==> src/rtl/mbist_pkg.sv <==
package mbist_pkg;

  typedef enum logic [1:0] {
    SEQ_IDLE  = 2'd0,
    SEQ_ISSUE = 2'd1,
    SEQ_DATA  = 2'd2
  } seq_state_t;

endpackage

==> src/rtl/mbist_pattern_gen.sv <==
module mbist_pattern_gen #(
  parameter int ADDR_W = 24,
  parameter int DATA_W = 16,
  parameter logic [DATA_W-9:0] PAT_HI = '1
) (
  input  logic [ADDR_W-1:0] addr,
  output logic [DATA_W-1:0] word
);
  // upper part fixed, low byte follows the address so read-back can regenerate it
  assign word = {PAT_HI, addr[7:0]};
endmodule

==> src/rtl/mbist_checker.sv <==
module mbist_checker #(
  parameter int DATA_W = 16,
  parameter int CNT_W  = 16
) (
  input  logic              clk,
  input  logic              rst_n,
  input  logic              clear,
  input  logic              sample,
  input  logic [DATA_W-1:0] got,
  input  logic [DATA_W-1:0] want,
  output logic              err_flag,
  output logic [CNT_W-1:0]  err_cnt
);
  localparam logic [CNT_W-1:0] CNT_MAX = '1;

  logic miss;
  assign miss = sample && (got != want);

  always_ff @(posedge clk) begin
    if (!rst_n) begin
      err_flag <= 1'b0;
      err_cnt  <= '0;
    end else if (clear) begin
      err_flag <= 1'b0;
      err_cnt  <= '0;
    end else if (miss) begin
      err_flag <= 1'b1;
      if (err_cnt != CNT_MAX) err_cnt <= err_cnt + 1'b1;
    end
  end

  AST_FLAG_WITH_CNT: assert property (@(posedge clk) disable iff (!rst_n)
    (err_cnt != '0) |-> err_flag);
  AST_CNT_NO_WRAP: assert property (@(posedge clk) disable iff (!rst_n)
    !clear |=> (err_cnt >= $past(err_cnt)));
endmodule

==> src/rtl/mbist_sequencer.sv <==
module mbist_sequencer
  import mbist_pkg::*;
#(
  parameter int ADDR_W    = 24,
  parameter int LEN_W     = 24,
  parameter int BURST_MAX = 8
) (
  input  logic              clk,
  input  logic              rst_n,
  input  logic              start,
  input  logic [ADDR_W-1:0] start_addr,
  input  logic [LEN_W-1:0]  start_len,
  output logic              req_valid,
  output logic              req_write,
  output logic [ADDR_W-1:0] req_addr,
  input  logic              req_ready,
  input  logic              beat_en,
  output logic              beat_stop,
  output logic [ADDR_W-1:0] cur_addr,
  output logic              rd_beat,
  output logic              run_clear,
  output logic              busy,
  output logic              done
);
  localparam int BC_W = $clog2(BURST_MAX + 1);
  localparam logic [BC_W-1:0] BC_CAP = BC_W'(BURST_MAX);

  seq_state_t        state_q;
  logic [ADDR_W-1:0] base_q, addr_q;
  logic [LEN_W-1:0]  len_q, left_q;
  logic [BC_W-1:0]   burst_q;
  logic              wr_phase_q, done_q;

  logic accept, want_stop, move, close;

  assign accept    = start && (state_q == SEQ_IDLE);
  assign want_stop = (left_q == '0) || (burst_q == BC_CAP);
  assign move      = (state_q == SEQ_DATA) && beat_en && !want_stop;
  assign close     = (state_q == SEQ_DATA) && beat_en && want_stop;

  assign req_valid = (state_q == SEQ_ISSUE);
  assign req_write = wr_phase_q;
  assign req_addr  = addr_q;
  assign beat_stop = (state_q == SEQ_DATA) && want_stop;
  assign cur_addr  = addr_q;
  assign rd_beat   = move && !wr_phase_q;
  assign run_clear = accept;
  assign busy      = (state_q != SEQ_IDLE);
  assign done      = done_q;

  always_ff @(posedge clk) begin
    if (!rst_n) begin
      state_q    <= SEQ_IDLE;
      base_q     <= '0;
      addr_q     <= '0;
      len_q      <= '0;
      left_q     <= '0;
      burst_q    <= '0;
      wr_phase_q <= 1'b0;
      done_q     <= 1'b0;
    end else begin
      done_q <= 1'b0;
      unique case (state_q)
        SEQ_IDLE: begin
          if (accept) begin
            base_q     <= start_addr;
            addr_q     <= start_addr;
            len_q      <= start_len;
            left_q     <= start_len;
            wr_phase_q <= 1'b1;
            if (start_len == '0) done_q  <= 1'b1;
            else                 state_q <= SEQ_ISSUE;
          end
        end
        SEQ_ISSUE: begin
          if (req_ready) begin
            state_q <= SEQ_DATA;
            burst_q <= '0;
          end
        end
        SEQ_DATA: begin
          if (move) begin
            addr_q  <= addr_q + 1'b1;
            left_q  <= left_q - 1'b1;
            burst_q <= burst_q + 1'b1;
          end else if (close) begin
            if (left_q != '0) begin
              state_q <= SEQ_ISSUE;
            end else if (wr_phase_q) begin
              wr_phase_q <= 1'b0;
              addr_q     <= base_q;
              left_q     <= len_q;
              state_q    <= SEQ_ISSUE;
            end else begin
              state_q <= SEQ_IDLE;
              done_q  <= 1'b1;
            end
          end
        end
        default: state_q <= SEQ_IDLE;
      endcase
    end
  end

  AST_REQ_HOLD: assert property (@(posedge clk) disable iff (!rst_n)
    (req_valid && !req_ready) |=> (req_valid && $stable(req_addr) && $stable(req_write)));
  AST_ADDR_STEP: assert property (@(posedge clk) disable iff (!rst_n)
    move |=> (addr_q == $past(addr_q) + 1'b1));
  AST_STOP_HELD: assert property (@(posedge clk) disable iff (!rst_n)
    (beat_stop && !beat_en) |=> beat_stop);
  AST_DONE_IDLE: assert property (@(posedge clk) disable iff (!rst_n)
    done |-> !busy);
  AST_BUSY_START_IGNORED: assert property (@(posedge clk) disable iff (!rst_n)
    (busy && start) |=> ($stable(base_q) && $stable(len_q)));
endmodule

==> src/rtl/mem_bist_master.sv <==
module mem_bist_master #(
  parameter int ADDR_W    = 24,
  parameter int DATA_W    = 16,
  parameter int LEN_W     = 24,
  parameter int CNT_W     = 16,
  parameter int BURST_MAX = 8,
  parameter logic [DATA_W-9:0] PAT_HI = 8'hA5
) (
  input  logic              clk,
  input  logic              rst_n,
  input  logic              start,
  input  logic [ADDR_W-1:0] start_addr,
  input  logic [LEN_W-1:0]  start_len,
  output logic              busy,
  output logic              done,
  output logic              err_flag,
  output logic [CNT_W-1:0]  err_cnt,
  output logic              req_valid,
  output logic              req_write,
  output logic [ADDR_W-1:0] req_addr,
  input  logic              req_ready,
  input  logic              beat_en,
  output logic              beat_stop,
  output logic [DATA_W-1:0] wdata,
  input  logic [DATA_W-1:0] rdata
);
  logic [ADDR_W-1:0] cur_addr;
  logic [DATA_W-1:0] pat_word;
  logic              rd_beat, run_clear;

  mbist_sequencer #(
    .ADDR_W(ADDR_W), .LEN_W(LEN_W), .BURST_MAX(BURST_MAX)
  ) u_seq (
    .clk(clk), .rst_n(rst_n),
    .start(start), .start_addr(start_addr), .start_len(start_len),
    .req_valid(req_valid), .req_write(req_write), .req_addr(req_addr),
    .req_ready(req_ready), .beat_en(beat_en), .beat_stop(beat_stop),
    .cur_addr(cur_addr), .rd_beat(rd_beat), .run_clear(run_clear),
    .busy(busy), .done(done)
  );

  mbist_pattern_gen #(
    .ADDR_W(ADDR_W), .DATA_W(DATA_W), .PAT_HI(PAT_HI)
  ) u_pat (
    .addr(cur_addr), .word(pat_word)
  );

  assign wdata = pat_word;

  mbist_checker #(
    .DATA_W(DATA_W), .CNT_W(CNT_W)
  ) u_chk (
    .clk(clk), .rst_n(rst_n), .clear(run_clear), .sample(rd_beat),
    .got(rdata), .want(pat_word), .err_flag(err_flag), .err_cnt(err_cnt)
  );
endmodule

==> config.mk <==
export PLATFORM = sky130hd
export DESIGN_NAME = mem_bist_master
export DESIGN_NICKNAME = d
export VERILOG_FILES = /design/src/rtl/mbist_pkg.sv /design/src/rtl/mbist_pattern_gen.sv /design/src/rtl/mbist_checker.sv /design/src/rtl/mbist_sequencer.sv /design/src/rtl/mem_bist_master.sv
export SDC_FILE = /design/constraint.sdc
export NUM_CORES = 1
export LEC_CHECK = 0
export BUFFER_PORTS_ARGS = -buffer_cell sky130_fd_sc_hd__buf_2
export CELL_PAD_IN_SITES_DETAIL_PLACEMENT = 1
export CELL_PAD_IN_SITES_GLOBAL_PLACEMENT = 2
export CORE_ASPECT_RATIO = 1.5
export CORE_MARGIN = 2
export CORE_UTILIZATION = 35
export CTS_BUF_LIST = sky130_fd_sc_hd__clkbuf_16
export DETAILED_ROUTE_END_ITERATION = 10
export PLACE_DENSITY = 0.95
export SYNTH_ARGS = -nofsm -noshare
export SYNTH_HDL_FRONTEND = slang
export SYNTH_HIERARCHICAL = 1
export SYNTH_SLANG_ARGS = --single-unit
==> constraint.sdc <==
create_clock -name clk -period 4.95 [get_ports clk]
set_input_delay 0.495 -clock clk [delete_from_list [all_inputs] [get_ports clk]]
set_output_delay 0.495 -clock clk [all_outputs]
set_load 0.02 [all_outputs]
== Yosys cells after proc, flatten, opt, wreduce, memory -nomap -nowiden ==
Cells that the tools add are included.
Widths: inputs -> output; s select.

* Register bits: 121

* $add $sub $neg: 4
* Eq/ne operators: 15
* Bitwise operators: 1
* Reductions and logical operators: 24
* Multiplexer cells: 35

{| class="wikitable"
|+ Operators with widths
! kind !! count
|-
| $mux 24 || 10
|-
| $pmux 24 s2 || 2
|-
| $logic_not 24->1 || 2
|-
| $add 24x1->24 const B || 1
|-
| $reduce_bool 24->1 || 1
|-
| $sub 24x1->24 const B || 1
|-
| $add 16x1->16 const B || 1
|-
| $ne 16x16->1 || 1
|-
| $ne 16x16->1 const B || 1
|-
| $reduce_and 5->1 || 3
|-
| $mux 2 || 6
|-
| $mux 1 || 11
|-
| $mux 4 || 2
|-
| $ne 2x2->1 const B || 4
|-
| $pmux 4 s2 || 1
|-
| $logic_and 1x1->1 || 7
|-
| $ne 2x1->1 const B || 3
|-
| $ne 3x1->1 const B || 2
|-
| $pmux 2 s3 || 1
|-
| $reduce_bool 2->1 || 3
|-
| $add 4x1->4 const B || 1
|-
| $eq 4x4->1 const B || 1
|-
| $pmux 1 s2 || 2
|-
| $reduce_and 2->1 || 2
|-
| 9 further kinds || 10
|}

== Logic depth before layout (Yosys ltp) ==
Gate-level depths: netlist (run 1).

* Word-level depth: 7
* Gate-level depth with buffers: 15
* Gate-level depth less buffers: 12

== Cells and area by module ==
Netlist (run 1), hierarchy kept.

{| class="wikitable"
|+ Modules (own cells, without submodules)
! module !! seq. area each (um2) !! times used !! area an instance (um2) !! cells an instance
|-
| mbist_sequencer || 2082.0 || 1 || 6170.9 || 815
|-
| mbist_checker || 340.3 || 1 || 1114.8 || 134
|-
| mbist_pattern_gen || 0.0 || 1 || 127.6 || 18
|}

== Worst setup path after synthesis (run 1) ==
OpenSTA, ideal clock, no wires.

* Path type: reg-to-reg
* From: register u_seq.left_q[18]
* To: register u_chk.err_cnt[2]
* Path buffers: 3
* Stages on the path, launching flop included: 12
* Arrival time: 2724 ps
* Path slack: 2110 ps
* Cell sequence: dfxtp_1 -> or4_4 -> or4_4 -> or2_1 -> buf_6 -> nand2_1 -> buf_2 -> nor2_1 -> buf_2 -> inv_1 -> nor2_1 -> a41o_1

* Longest elaborated chain between the ends: 7

{| class="wikitable"
|+ RTL lines
! item !! RTL line !! RTL
|-
| start: declaration || mbist_sequencer.sv:30 || <nowiki>logic [LEN_W-1:0] len_q, left_q;</nowiki>
|-
| start signal: assignment || mbist_sequencer.sv:69 || <nowiki>left_q <= start_len;</nowiki>
|-
| start signal: assignment || mbist_sequencer.sv:84 || <nowiki>left_q <= left_q - 1'b1;</nowiki>
|-
| start signal: assignment || mbist_sequencer.sv:92 || <nowiki>left_q <= len_q;</nowiki>
|-
| $logic_not 24->1 || mbist_sequencer.sv:37 || <nowiki>assign want_stop = (left_q == '0) || (burst_q == BC_CAP);</nowiki>
|-
| $logic_or 1x1->1 || mbist_sequencer.sv:37 ||
|-
| $logic_not 1->1 || mbist_sequencer.sv:38 || <nowiki>assign move = (state_q == SEQ_DATA) && beat_en && !want_stop;</nowiki>
|-
| $logic_and 1x1->1 || mbist_sequencer.sv:38 ||
|-
| $logic_and 1x1->1 || mbist_sequencer.sv:46 || <nowiki>assign rd_beat = move && !wr_phase_q;</nowiki>
|-
| net rd_beat || mem_bist_master.sv:29 || <nowiki>logic rd_beat, run_clear;</nowiki>
|-
| $logic_and 1x1->1 || mbist_checker.sv:17 || <nowiki>assign miss = sample && (got != want);</nowiki>
|-
| $reduce_and 2->1 (no line) || - ||
|-
| end signal: assignment || mbist_checker.sv:28 || <nowiki>if (err_cnt != CNT_MAX) err_cnt <= err_cnt + 1'b1;</nowiki>
|-
| end: declaration || mbist_checker.sv:12 || <nowiki>output logic [CNT_W-1:0] err_cnt</nowiki>
|}

The timed path passes the listed nets, and every way through them passes these cells.
A chain may end at the register's enable or synchronous reset.

== Worst setup path in the final report (run 1) ==
* From: register u_seq.burst_q[0]
* To: register u_chk.err_cnt[7]

* Longest elaborated chain between the ends: 7

{| class="wikitable"
|+ RTL lines
! item !! RTL line !! RTL
|-
| start: declaration || mbist_sequencer.sv:31 || <nowiki>logic [BC_W-1:0] burst_q;</nowiki>
|-
| start signal: assignment || mbist_sequencer.sv:85 || <nowiki>burst_q <= burst_q + 1'b1;</nowiki>
|-
| $eq 4x4->1 || mbist_sequencer.sv:37 ||
|-
| $logic_or 1x1->1 || mbist_sequencer.sv:37 ||
|-
| $logic_not 1->1 || mbist_sequencer.sv:38 ||
|-
| $logic_and 1x1->1 || mbist_sequencer.sv:38 ||
|-
| $logic_and 1x1->1 || mbist_sequencer.sv:46 ||
|-
| net rd_beat || mem_bist_master.sv:29 ||
|-
| $logic_and 1x1->1 || mbist_checker.sv:17 ||
|-
| $reduce_and 2->1 (no line) || - ||
|}

The timed path passes the listed nets, and every way through them passes these cells.

==> results of run 1 <==
[logic make-up after synthesis]
kind of cell	Yosys count	synth area share
compound gates	244	0.225
flops	121	0.327
fa+ha+maj	6	0.0101
mux	15	0.0206
simple gates	414	0.278
other cells	2	0.00101
xor+xnor	40	0.0473
buf+inv	125	0.0911
[through the flow]
step / power, W / utilization / instances / cell area (um2) / hold WS (ns)
5_1_grt: 0.00308 / 0.404 / 1301 / 8440 / 0.325
6_report: 0.00296 / 0.404 / 1301 / 8440 / 0.322
3_5_place_dp: 0.00181 / 0.378 / 1270 / 7910 / 0.446
2_1_floorplan: 0.00161 / - / 973 / 7440 / 0.432
3_3_place_gp: 0.00179 / 0.378 / 1270 / 7910 / 0.438
4_1_cts: 0.00297 / 0.404 / 1301 / 8440 / 0.302
[path summary, 6_finish.rpt]
check                           slack, ns        startpoint               end
worst min register to register       0.45   u_seq/len_q[20]   u_seq/len_q[20]
worst min-delay path                 0.32    start_addr[11]  u_seq/base_q[11]
worst max-delay path                 1.50  u_seq/burst_q[0]  u_chk/err_cnt[7]
worst max register to register       1.50  u_seq/burst_q[0]  u_chk/err_cnt[7]
[state kept, by name, summed over array words and instances, names as in the netlist]
register,cells
u_seq/cur_addr,24
u_seq/state_q,2
u_chk/err_cnt,16
u_seq/len_q,24
u_seq/done,1
u_seq/base_q,24
u_seq/left_q,24
u_chk/err_flag,1
u_seq/req_write,1
u_seq/burst_q,4
[layer usage]
| layer | GRT usage | share of wire | up-vias |
|---|---|---|---|
| met5 | 0 | 0 | - |
| met3 | 0.0413 | 0.047 | 74 |
| met1 | 0.270 | 0.38 | 3801 |
| met4 | 0.129 | 0.044 | 0 |
| met2 | 0.461 | 0.53 | 259 |
| li1 | - | - | 3614 |
[critical path, stage by stage, from the launching register on]
cell                      delay (ns)
sky130_fd_sc_hd__dfxtp_1        0.37
sky130_fd_sc_hd__inv_1          0.08
sky130_fd_sc_hd__ha_1           0.21
sky130_fd_sc_hd__and3b_1        0.24
sky130_fd_sc_hd__nor2_1         0.46
sky130_fd_sc_hd__nand2_1        0.36
sky130_fd_sc_hd__nor2_1         0.66
sky130_fd_sc_hd__nand2_1        0.10
sky130_fd_sc_hd__or4_1          0.43
sky130_fd_sc_hd__or4_1          0.40
sky130_fd_sc_hd__nand2_1        0.08
[final cells by class]
| type | instances | area [um2] | share of cell area |
|---|---|---|---|
| clock inverters | 14 | 111 | 0.0132 |
| flip-flops and latches | 121 | 2420 | 0.287 |
| clock buffers | 17 | 425 | 0.0504 |
| multi-input cells | 727 | 4360 | 0.517 |
| inverters | 17 | 63.8 | 0.00756 |
| well taps | 268 | 335 | 0.0397 |
| repair buffers | 137 | 723 | 0.0857 |
[power breakdown]
| group | total, W | switching, W | internal [W] |
|---|---|---|---|
| combinational | 0.000647 | 0.000421 | 0.000225 |
| sequential | 0.00116 | 0.000103 | 0.00105 |
| clock | 0.00116 | 0.000480 | 0.000678 |
| total | 0.00296 | 0.00100 | 0.00196 |
[cells in the final DEF (no fill, tap or decap), drive strengths merged, types with 9 or more instances in the layout]
cell / count
nand2b: 9
clkbuf: 17
mux2i: 13
inv: 18
nand3: 34
xor2: 32
or4: 18
and3: 13
nand2: 181
o211ai: 24
or3: 10
nor3: 33
buf: 137
nor2: 34
a311oi: 17
dfxtp: 121
nand4: 21
a21oi: 92
o21ai: 28
nor4: 30
==> metrics.md, run 1 <==
| Metric | Value |
|---|---|
| Slew @ Worst Pin | `1.19 ns` |
| Leakage power figure | `3.30 nW` |
| Yosys reg bits | `121` |
| VDD IR max | `0.231 mV` |
| TritonCTS clock tree | `yes` |
| Power density normalized to cell area | `351 mW/mm2` |
| Num CTS Buffers | `17` |
| Number of antenna violations at the first check in global routing | `0` |
| Endpoints failing setup | `0` |
| Critical path class | `flop to flop` |
| Clock edge transition at the registers on the reported setup and hold paths | `0.06 ns` |
| Detailed Place HPWL | `19.7 mm` |
| H-Tree Depth | `4` |
| Depth of the worst hold-timing path | `3` |
| Clock root buffer | `sky130_fd_sc_hd__clkbuf_16` |
| Area of the mapped netlist | `0.00741 mm2` |
| CTS-repair resized insts | `0` |
| Vias after detailed routing | `7,748` |
| Number of buffers on the longest clock path | `2` |
| Mean post-synth cell area | `7.67 um2` |
| Most numerous cell in the Yosys netlist | `sky130_fd_sc_hd__nand2_1` |
| Antenna cells | `0` |
| Unrepaired setup endpoints after global routing | `false` |
| Final sum of negative setup slack | `0 ns` |
| Std cell rows | `65` |
| Via count normalized by instance count | `5.96` |
| # DRC | `0` |
| Effective utilization at floorplan | `0.355` |
| Required time at the worst-slack endpoint | `5.32 ns` |
| Top_reg_cell synth | `sky130_fd_sc_hd__dfxtp_1` |
| Yosys top cell by area | `sky130_fd_sc_hd__dfxtp_1` |
| Max Fanout on Critical Path | `10` |
| Relative slew slack | `0.194` |
| Number of nets with antenna violations after detailed routing | `0` |
| Class of the tightest hold or removal check | `primary input to flop` |
| Count of unique library cells instantiated by Yosys | `75` |
| Logic depth of the worst register-to-register path | `10` |
| Number of clock sinks seen by CTS | `121` |
| Die Wd | `123 um` |
| DRT Wirelength | `27.9 mm` |
| Post-placement setup slack | `1.57 ns` |
| YS warnings | `6` |
| Via count of the first global-routing pass | `7,979` |
| Top Ports | `131` |
| Count of buffers inserted at the top-level ports | `122` |
| Area delta synth->final | `13.9%` |
| Critical path startpoint category | `flop` |
| Number of DRC markers after the initial detailed-route iteration | `415` |
| Top area cells in the synthesized netlist | `sky130_fd_sc_hd__dfxtp_1 (33%), sky130_fd_sc_hd__nand2_1 (9.1%), sky130_fd_sc_hd__a21oi_1 (6.2%), sky130_fd_sc_hd__buf_4 (4.4%), sky130_fd_sc_hd__xor2_1 (3.8%)` |
| Async set-or-reset flop fraction in the synthesized netlist | `0` |
| EDFF count, synth | `0` |
| Total of fill cells in the finished design | `2,587` |
| Final Wtd Congestion | `0.966` |
| Maximum capacitance violations | `0` |
| Gr ovfl total | `0` |
| Run status | `complete, no violations` |
| Final Slew Violations | `0` |
| Hold buffers post-CTS | `0` |
| Capturing element type of the critical path | `flop` |
| Global-route total usage across every layer | `0.251` |
| Number of detailed-route iterations in the first pass | `5` |
| Clk Latency, worst-skew pair | `0.43 ns` |
| Area enclosed by the die boundary | `0.0224 mm2` |
| Clock tree skew after final layout | `0.0106 ns` |
| Maximum operating frequency | `0.290 GHz` |
| CP Data Arrival Time | `3.83 ns` |
| First-pass GRT wire length | `43.5 mm` |
| Core Footprint | `0.0209 mm2` |
| Synthesized netlist cell count | `967` |
| Register area share after synthesis | `0.327` |
| Final WS setup | `1.50 ns` |
| Layout cell share with drive strength beyond 1 | `0.198` |
| Pin count of the biggest net entering global routing | `55` |
| Routed length per placed instance | `21.4 um` |
| Chip height | `182 um` |
| Yosys top cell area share | `0.327` |
| Top cell types by occurrence after synthesis | `sky130_fd_sc_hd__nand2_1 (180), sky130_fd_sc_hd__dfxtp_1 (121), sky130_fd_sc_hd__a21oi_1 (92), sky130_fd_sc_hd__clkbuf_1 (46), sky130_fd_sc_hd__buf_4 (43)` |
| Shortest period the worst path allows | `3.45 ns` |
| Fin nets | `1,096` |
| Final Hold Violating Endpoints | `0` |
| Portion of the clock cycle consumed by the worst path in the final layout | `0.698` |
| Buffer count from post-CTS setup fixing | `0` |
(Power assumes the default switching activity.)
==> run 2, diff against run 1 <==
--- a/config.mk
+++ b/config.mk
@@ -5,15 +5,16 @@
 export SDC_FILE = /design/constraint.sdc
 export NUM_CORES = 1
 export LEC_CHECK = 0
+export ABC_AREA = 1
 export BUFFER_PORTS_ARGS = -buffer_cell sky130_fd_sc_hd__buf_2
 export CELL_PAD_IN_SITES_DETAIL_PLACEMENT = 1
 export CELL_PAD_IN_SITES_GLOBAL_PLACEMENT = 2
 export CORE_ASPECT_RATIO = 1.5
 export CORE_MARGIN = 2
-export CORE_UTILIZATION = 35
+export CORE_UTILIZATION = 30
 export CTS_BUF_LIST = sky130_fd_sc_hd__clkbuf_16
 export DETAILED_ROUTE_END_ITERATION = 10
-export PLACE_DENSITY = 0.95
+export PLACE_DENSITY = 0.91
 export SYNTH_ARGS = -nofsm -noshare
 export SYNTH_HDL_FRONTEND = slang
 export SYNTH_HIERARCHICAL = 1
==> constraint.sdc (replaced) <==
create_clock -name clk -period 3.45 [get_ports clk]
set_input_delay 0.345 -clock clk [delete_from_list [all_inputs] [get_ports clk]]
set_output_delay 0.345 -clock clk [all_outputs]
set_load 0.02 [all_outputs]
==> metrics.md, run 2 <==
| Metric | Value |
|---|---|
| Number of buffers on the longest clock path | `2 (unchanged)` |
| Dpl cells | `1,691 (+33%)` |
| Sequential fraction of design power | `0.306 (-0.084)` |
| Maximum operating frequency | `0.354 GHz (+22%)` |
| Gr ovfl total | `0 (unchanged)` |
| Portion of the clock cycle consumed by the worst path in the final layout | `0.818 (+0.120)` |
| Post-placement setup slack | `0.631 ns (-0.940 ns)` |
| Area delta synth->final | `14.7%` |
| Number of nets with antenna violations after detailed routing | `0 (unchanged)` |
| Count of unique library cells instantiated by Yosys | `35 (-53%)` |
| Most numerous cell in the Yosys netlist | `sky130_fd_sc_hd__nand2_1` |
| Relative slew slack | `0.394 (+0.199)` |
| CP Data Arrival Time | `3.13 ns (-0.70 ns)` |
| Core Footprint | `0.0258 mm2 (+23%)` |
| H-Tree Depth | `4 (unchanged)` |
| Clock tree skew after final layout | `0.00834 ns (-0.00226 ns)` |
| Die Wd | `136 um (+11%)` |
| Area after DPL | `0.00842 mm2 (+6.5%)` |
| TritonCTS clock tree | `yes` |
| Clk Latency, worst-skew pair | `0.42 ns (about the same)` |
| Layout cell share with drive strength beyond 1 | `0.133 (-0.0653)` |
| Final WS setup | `0.628 ns (-0.868 ns)` |
| Chip height | `202 um (+11%)` |
| Via count normalized by instance count | `4.82 (-19%)` |
| Post-route standard cell area excluding fillers | `0.00901 mm2 (+6.8%)` |
| Switching Share | `0.457 (+0.117)` |
| Capturing element type of the critical path | `flop` |
| Num CTS Buffers | `17 (unchanged)` |
| Final sum of negative setup slack | `0 ns (unchanged)` |
| Async set-or-reset flop fraction in the synthesized netlist | `0 (unchanged)` |
| Synthesized netlist cell count | `1,313 (+36%)` |
| Leakage power figure | `4.34 nW (+31%)` |
| Detailed Place HPWL | `19.4 mm (-1.7%)` |
| Slew @ Worst Pin | `0.909 ns (-0.283 ns)` |
| Number of DRC markers after the initial detailed-route iteration | `266 (-36%)` |
| DRT Wirelength | `26.9 mm (-3.7%)` |
| Count of buffers inserted at the top-level ports | `122 (unchanged)` |
| Effective utilization at floorplan | `0.305 (-0.0498)` |
| Combinational cell fraction of total power | `0.449 (+0.231)` |
| Global-route total usage across every layer | `0.199 (-0.0519)` |
| Required time at the worst-slack endpoint | `3.76 ns (-1.56 ns)` |
| Area taken by multi-input logic gates | `0.00445 mm2 (+2.0%)` |
| Top_reg_cell synth | `sky130_fd_sc_hd__dfxtp_1` |
| Area of the mapped netlist | `0.00786 mm2 (+6.0%)` |
| Critical path startpoint category | `flop` |
| Non-filler cells in the finished layout | `1,722 (+32%)` |
| Number of clock sinks seen by CTS | `121 (unchanged)` |
| Final Wtd Congestion | `0.846 (-12%)` |
| Design internal power | `0.00407 W (+110%)` |
| Routed length per placed instance | `15.6 um (-27%)` |
| Critical path class | `flop to flop` |
| Yosys reg bits | `121 (unchanged)` |
| Mean post-synth cell area | `5.98 um2 (-22%)` |
| Part of the total power dissipated in the clock network | `0.245 (-0.146)` |
| Top Ports | `131 (unchanged)` |
| Buffer count from post-CTS setup fixing | `0 (unchanged)` |
| Via count of the first global-routing pass | `8,524 (+6.8%)` |
| Number of detailed-route iterations in the first pass | `4 (-1)` |
| Fin nets | `1,452 (+32%)` |
| Final Hold Violating Endpoints | `0 (unchanged)` |
| Area enclosed by the die boundary | `0.0275 mm2 (+23%)` |
| Pin count of the biggest net entering global routing | `76 (+38%)` |
| VDD IR max | `0.370 mV (+60%)` |
| Top cell types by occurrence after synthesis | `sky130_fd_sc_hd__nand2_1 (344), sky130_fd_sc_hd__nor2_1 (313), sky130_fd_sc_hd__dfxtp_1 (121), sky130_fd_sc_hd__inv_1 (110), sky130_fd_sc_hd__o21ai_0 (97)` |
| Total of fill cells in the finished design | `3,511 (+36%)` |
| Register area share after synthesis | `0.308 (-0.0184)` |
| Std cell rows | `72 (+11%)` |
| Run status | `complete, no violations` |
| Number of antenna violations at the first check in global routing | `0 (unchanged)` |
| First-pass GRT wire length | `43.5 mm (about the same)` |
| Top area cells in the synthesized netlist | `sky130_fd_sc_hd__dfxtp_1 (31%), sky130_fd_sc_hd__nand2_1 (16%), sky130_fd_sc_hd__nor2_1 (15%), sky130_fd_sc_hd__o21ai_0 (6.2%), sky130_fd_sc_hd__inv_1 (5.3%)` |
| Final Slew Violations | `0 (unchanged)` |
| EDFF count, synth | `0 (unchanged)` |
| Clock edge transition at the registers on the reported setup and hold paths | `0.06 ns (about the same)` |
| CTS-repair resized insts | `0 (unchanged)` |
| Yosys top cell area share | `0.308 (-0.0184)` |
| Most common cell after layout, fill and taps aside | `sky130_fd_sc_hd__nand2_1` |
| Register area | `0.00242 mm2 (unchanged)` |
| # DRC | `0 (unchanged)` |
| Maximum capacitance violations | `0 (unchanged)` |
| Vias after detailed routing | `8,301 (+7.1%)` |
| Endpoints failing setup | `0 (unchanged)` |
| Leading cell types in the layout, fill and taps excluded | `sky130_fd_sc_hd__nand2_1 (344), sky130_fd_sc_hd__nor2_1 (313), sky130_fd_sc_hd__buf_2 (122)` |
| Clock root buffer | `sky130_fd_sc_hd__clkbuf_16` |
| Shortest period the worst path allows | `2.82 ns (-0.632 ns)` |
| Unrepaired setup endpoints after global routing | `false` |
| Power density normalized to cell area | `831 mW/mm2 (+140%)` |
| Class of the tightest hold or removal check | `primary input to flop` |
| Yosys top cell by area | `sky130_fd_sc_hd__dfxtp_1` |
| Antenna cells | `0 (unchanged)` |
| Max Fanout on Critical Path | `53 (+43)` |
| YS warnings | `6 (unchanged)` |
| Switching component of the power | `0.00342 W (+240%)` |
| Hold buffers post-CTS | `0 (unchanged)` |
run 2: cell types whose count changed after synthesis, sizes merged, moves of 18 or more:
cell    change
nand2     +164
nor3       -24
o21ai      +85
inv        +98
nor2      +288
or4        -18
nor4       -29
a21oi      -42
o211ai     -21
run 2: layout make-up:
cell class / count / share of cell area
Sequential cell: 121 / 0.269
Clock buffer: 17 / 0.0472
Tap cell: 333 / 0.0462
Timing Repair Buffer: 132 / 0.0775
Inverter: 116 / 0.0483
Multi-Input combinational cell: 989 / 0.494
Clock inverter: 14 / 0.0185
run 2: cell families (layout without fill, tap and decap cells):
group                    Yosys count  in the layout  synth area share
AO/OA/AOI/OAI                    174            174             0.115
XOR/XNOR                          33             33            0.0368
adder cells (fa/ha/maj)            6              6           0.00956
buffers and inverters            209            279             0.128
flip-flops                       121            121             0.308
other                              2              8          0.000956
AND/OR/NAND/NOR                  768            768             0.401
run 2: worst paths after layout:
path,start,to,slack [ns],cells past startpoint
setup / recovery,u_seq/left_q[0],u_seq/cur_addr[21],0.63,15
hold / removal,start_addr[23],u_seq/base_q[23],0.16,3
setup reg to reg,u_seq/left_q[0],u_seq/cur_addr[21],0.63,15
hold reg to reg,u_seq/len_q[8],u_seq/len_q[8],0.45,2
run 2: per-layer routing:
layer | global-route usage | wire length, um | up-vias | part of all wire
met1 | 0.211 | 10500 | 3931 | 0.39
met2 | 0.393 | 15000 | 149 | 0.56
met4 | 0.0610 | 437 | 0 | 0.016
met3 | 0.0311 | 905 | 23 | 0.034
met5 | 0 | 0 | - | 0
li1 | - | - | 4198 | -
run 2: power by group through the flow:
| stage | Combinational (W) | Clock [W] | Sequential [W] |
|---|---|---|---|
| CTS | 0.00340 | 0.00188 | 0.00230 |
| floorplan | 0.00275 | 0 | 0.00215 |
| global placement | 0.00329 | 0 | 0.00231 |
| global route | 0.00383 | 0.00194 | 0.00237 |
| detailed placement | 0.00336 | 0 | 0.00232 |
| finish | 0.00336 | 0.00183 | 0.00229 |
run 2: through the flow:
step                 util  power, W  hold WS (ns)
finish              0.350   0.00749         0.162
global placement    0.327   0.00560         0.437
floorplan               -   0.00489         0.425
CTS                 0.350   0.00758         0.139
detailed placement  0.327   0.00569         0.444
global route        0.350   0.00813         0.164
run 2: critical path: stages, from the launching register on:
cell                      delay, ns
sky130_fd_sc_hd__dfxtp_1       0.33
sky130_fd_sc_hd__inv_1         0.08
sky130_fd_sc_hd__ha_1          0.20
sky130_fd_sc_hd__inv_1         0.05
sky130_fd_sc_hd__nor2_1        0.05
sky130_fd_sc_hd__nand2_1       0.06
sky130_fd_sc_hd__nor2_1        0.05
sky130_fd_sc_hd__nand3_1       0.13
sky130_fd_sc_hd__nand3_2       0.35
sky130_fd_sc_hd__nand3_4       0.22
sky130_fd_sc_hd__nand2_4       0.19
sky130_fd_sc_hd__inv_2         0.39
sky130_fd_sc_hd__buf_12        0.30
sky130_fd_sc_hd__nand2_1       0.09
sky130_fd_sc_hd__nor2_1        0.12
sky130_fd_sc_hd__nor2_1        0.05
==> run 3, diff against run 2 <==
--- a/config.mk
+++ b/config.mk
@@ -11,10 +11,10 @@
 export CELL_PAD_IN_SITES_GLOBAL_PLACEMENT = 2
 export CORE_ASPECT_RATIO = 1.5
 export CORE_MARGIN = 2
-export CORE_UTILIZATION = 30
+export CORE_UTILIZATION = 27
 export CTS_BUF_LIST = sky130_fd_sc_hd__clkbuf_16
 export DETAILED_ROUTE_END_ITERATION = 10
-export PLACE_DENSITY = 0.91
+export PLACE_DENSITY = 0.87
 export SYNTH_ARGS = -nofsm -noshare
 export SYNTH_HDL_FRONTEND = slang
 export SYNTH_HIERARCHICAL = 1
==> constraint.sdc (replaced) <==
create_clock -name clk -period 2.5 [get_ports clk]
set_input_delay 0.25 -clock clk [delete_from_list [all_inputs] [get_ports clk]]
set_output_delay 0.25 -clock clk [all_outputs]
set_load 0.02 [all_outputs]
==> metrics.md, run 3 (synthesized netlist as in run 2, its figures left out) <==
| Metric | Value |
|---|---|
| Run status | `complete, no violations` |
| Std cell rows | `76 (+5.6%)` |
| Critical path startpoint category | `flop` |
| Maximum operating frequency | `0.439 GHz (+24%)` |
| Maximum capacitance violations | `0 (unchanged)` |
| Final WS setup | `0.221 ns (-0.407 ns)` |
| Shortest period the worst path allows | `2.28 ns (-0.543 ns)` |
| Gr ovfl total | `0 (unchanged)` |
| Leakage power figure | `4.45 nW (+2.5%)` |
| Reg-to-Reg End | `u_chk/err_cnt[2]` |
| Clock tree skew after final layout | `0.00884 ns (+0.000501 ns)` |
| Count of buffers inserted at the top-level ports | `122 (unchanged)` |
| DRT Wirelength | `27.5 mm (+2.5%)` |
| Timing startpoint of the critical path | `u_seq/left_q[0]` |
| Endpoints failing setup | `0 (unchanged)` |
| CTS-repair resized insts | `0 (unchanged)` |
| Effective utilization at floorplan | `0.274 (-0.0313)` |
| Final Slew Violations | `0 (unchanged)` |
| Relative slew slack | `0.586 (+0.192)` |
| Number of clock sinks seen by CTS | `121 (unchanged)` |
| Logic depth of the worst register-to-register path | `15 (unchanged)` |
| Layout cell share with drive strength beyond 1 | `0.151 (+0.0183)` |
| Required time at the worst-slack endpoint | `2.82 ns (-0.94 ns)` |
| Worst flop-to-flop path startpoint | `u_seq/left_q[0]` |
| Clk Latency, worst-skew pair | `0.43 ns (about the same)` |
| Unrepaired setup endpoints after global routing | `false` |
| Number of buffers on the longest clock path | `2 (unchanged)` |
| Capturing instance or port of the critical path | `u_chk/err_cnt[2]` |
| Hold buffers post-CTS | `0 (unchanged)` |
| Area enclosed by the die boundary | `0.0305 mm2 (+11%)` |
| Clock edge transition at the registers on the reported setup and hold paths | `0.06 ns (about the same)` |
| Final Hold Violating Endpoints | `0 (unchanged)` |
| Clock root buffer | `sky130_fd_sc_hd__clkbuf_16` |
| Most common cell after layout, fill and taps aside | `sky130_fd_sc_hd__nand2_1` |
| Class of the tightest hold or removal check | `primary input to flop` |
| First-pass GRT wire length | `43.8 mm (+0.82%)` |
| # DRC | `0 (unchanged)` |
| Capturing element type of the critical path | `flop` |
| Number of DRC markers after the initial detailed-route iteration | `320 (+20%)` |
| H-Tree Depth | `4 (unchanged)` |
| Detailed Place HPWL | `20.5 mm (+5.6%)` |
| CP Data Arrival Time | `2.60 ns (-0.53 ns)` |
| Area delta synth->final | `18.5%` |
| Top Ports | `131 (unchanged)` |
| Buffer count from post-CTS setup fixing | `0 (unchanged)` |
| Chip height | `213 um (+5.3%)` |
| Post-placement setup slack | `0.118 ns (-0.514 ns)` |
| Critical path class | `flop to flop` |
| Global-route total usage across every layer | `0.184 (-0.0150)` |
| Portion of the clock cycle consumed by the worst path in the final layout | `0.912 (+0.0937)` |
| Setup slack, reg-to-reg | `0.22 ns (-0.41 ns)` |
| Final sum of negative setup slack | `0 ns (unchanged)` |
| Antenna cells | `0 (unchanged)` |
| Final core occ | `0.324 (-0.0256)` |
| VDD IR max | `0.583 mV (+57%)` |
| Num CTS Buffers | `17 (unchanged)` |
| Power density normalized to cell area | `1140 mW/mm2 (+37%)` |
| Pin count of the biggest net entering global routing | `61 (-20%)` |
| Number of detailed-route iterations in the first pass | `4 (unchanged)` |
| Number of antenna violations at the first check in global routing | `0 (unchanged)` |
| TritonCTS clock tree | `yes` |
| Core Footprint | `0.0287 mm2 (+11%)` |
| Number of nets with antenna violations after detailed routing | `0 (unchanged)` |
| Final hold slack | `0.0647 ns (-0.0974 ns)` |
| Via count of the first global-routing pass | `8,449 (-0.88%)` |
| Max Fanout on Critical Path | `14 (-74%)` |
| Via count normalized by instance count | `4.68 (-2.8%)` |
| Final Wtd Congestion | `0.875 (+3.4%)` |
| Pwr Total | `0.0106 W (+41%)` |
| Routed length per placed instance | `15.3 um (-2.1%)` |
| Slew @ Worst Pin | `0.621 ns (-0.287 ns)` |
| Leading cell types in the layout, fill and taps excluded | `sky130_fd_sc_hd__nand2_1 (343), sky130_fd_sc_hd__nor2_1 (310), sky130_fd_sc_hd__buf_2 (123)` |
| Fin nets | `1,475 (+1.6%)` |
| Vias after detailed routing | `8,447 (+1.8%)` |
| Die Wd | `143 um (+5.2%)` |
| Total of fill cells in the finished design | `3,834 (+9.2%)` |
==> run 3: how the worst min path moves through the flow <==
stage                          startpoint                to  slack [ns]  cells after the start
after floorplan             start_addr[0]   u_seq/base_q[0]        0.38                      2
after global placement    u_seq/base_q[2]   u_seq/base_q[2]        0.43                      2
after detailed placement  u_seq/base_q[1]   u_seq/base_q[1]        0.44                      2
after CTS                  start_addr[21]  u_seq/base_q[21]        0.05                      3
after global routing       start_addr[17]  u_seq/base_q[17]        0.08                      3
final                      start_addr[21]  u_seq/base_q[21]        0.06                      3
==> run 3: critical path: stages, from the launching register on <==
cell and delay, ns:
sky130_fd_sc_hd__dfxtp_1 0.32, sky130_fd_sc_hd__inv_1 0.08, sky130_fd_sc_hd__ha_1 0.20, sky130_fd_sc_hd__inv_1 0.05, sky130_fd_sc_hd__nor2_1 0.05, sky130_fd_sc_hd__nand2_1 0.06
sky130_fd_sc_hd__nor2_1 0.05, sky130_fd_sc_hd__nand3_1 0.09, sky130_fd_sc_hd__buf_4 0.15, sky130_fd_sc_hd__nand3_4 0.13, sky130_fd_sc_hd__buf_4 0.21, sky130_fd_sc_hd__nor2_2 0.16
sky130_fd_sc_hd__buf_6 0.19, sky130_fd_sc_hd__nand3_4 0.19, sky130_fd_sc_hd__a21oi_1 0.19, sky130_fd_sc_hd__nor2_1 0.05
==> run 3: layout make-up <==
class | instances | area, um2 | share of cell area
Inverter | 116 | 435 | 0.0468
Sequential cell | 121 | 2420 | 0.260
Clock inverter | 15 | 163 | 0.0175
Timing Repair Buffer | 155 | 901 | 0.0968
Tap cell | 390 | 488 | 0.0524
Multi-Input combinational cell | 989 | 4480 | 0.481
Clock buffer | 17 | 425 | 0.0457
==> run 3: where the power goes <==
| group | total [W] | switching (W) | internal [W] | leakage (nW) |
|---|---|---|---|---|
| sequential | 0.00310 | 0.000591 | 0.00251 | 0.997 |
| clock | 0.00249 | 0.000942 | 0.00155 | 0.286 |
| combinational | 0.00499 | 0.00331 | 0.00168 | 3.16 |
==> run 3: per-layer routing <==
metal	vias to the layer above	track usage	part of all wire
li1	4245	-	-
met3	42	0.0267	0.029
met2	151	0.363	0.55
met5	-	0	0
met1	4009	0.192	0.39
met4	0	0.0747	0.031
==> run 3: stage by stage <==
stage	cell area, um2	std cells
after global routing	9310	1803
final	9310	1803
after detailed placement	8680	1770
after CTS	9270	1802
after global placement	8680	1770
after floorplan	7880	1319
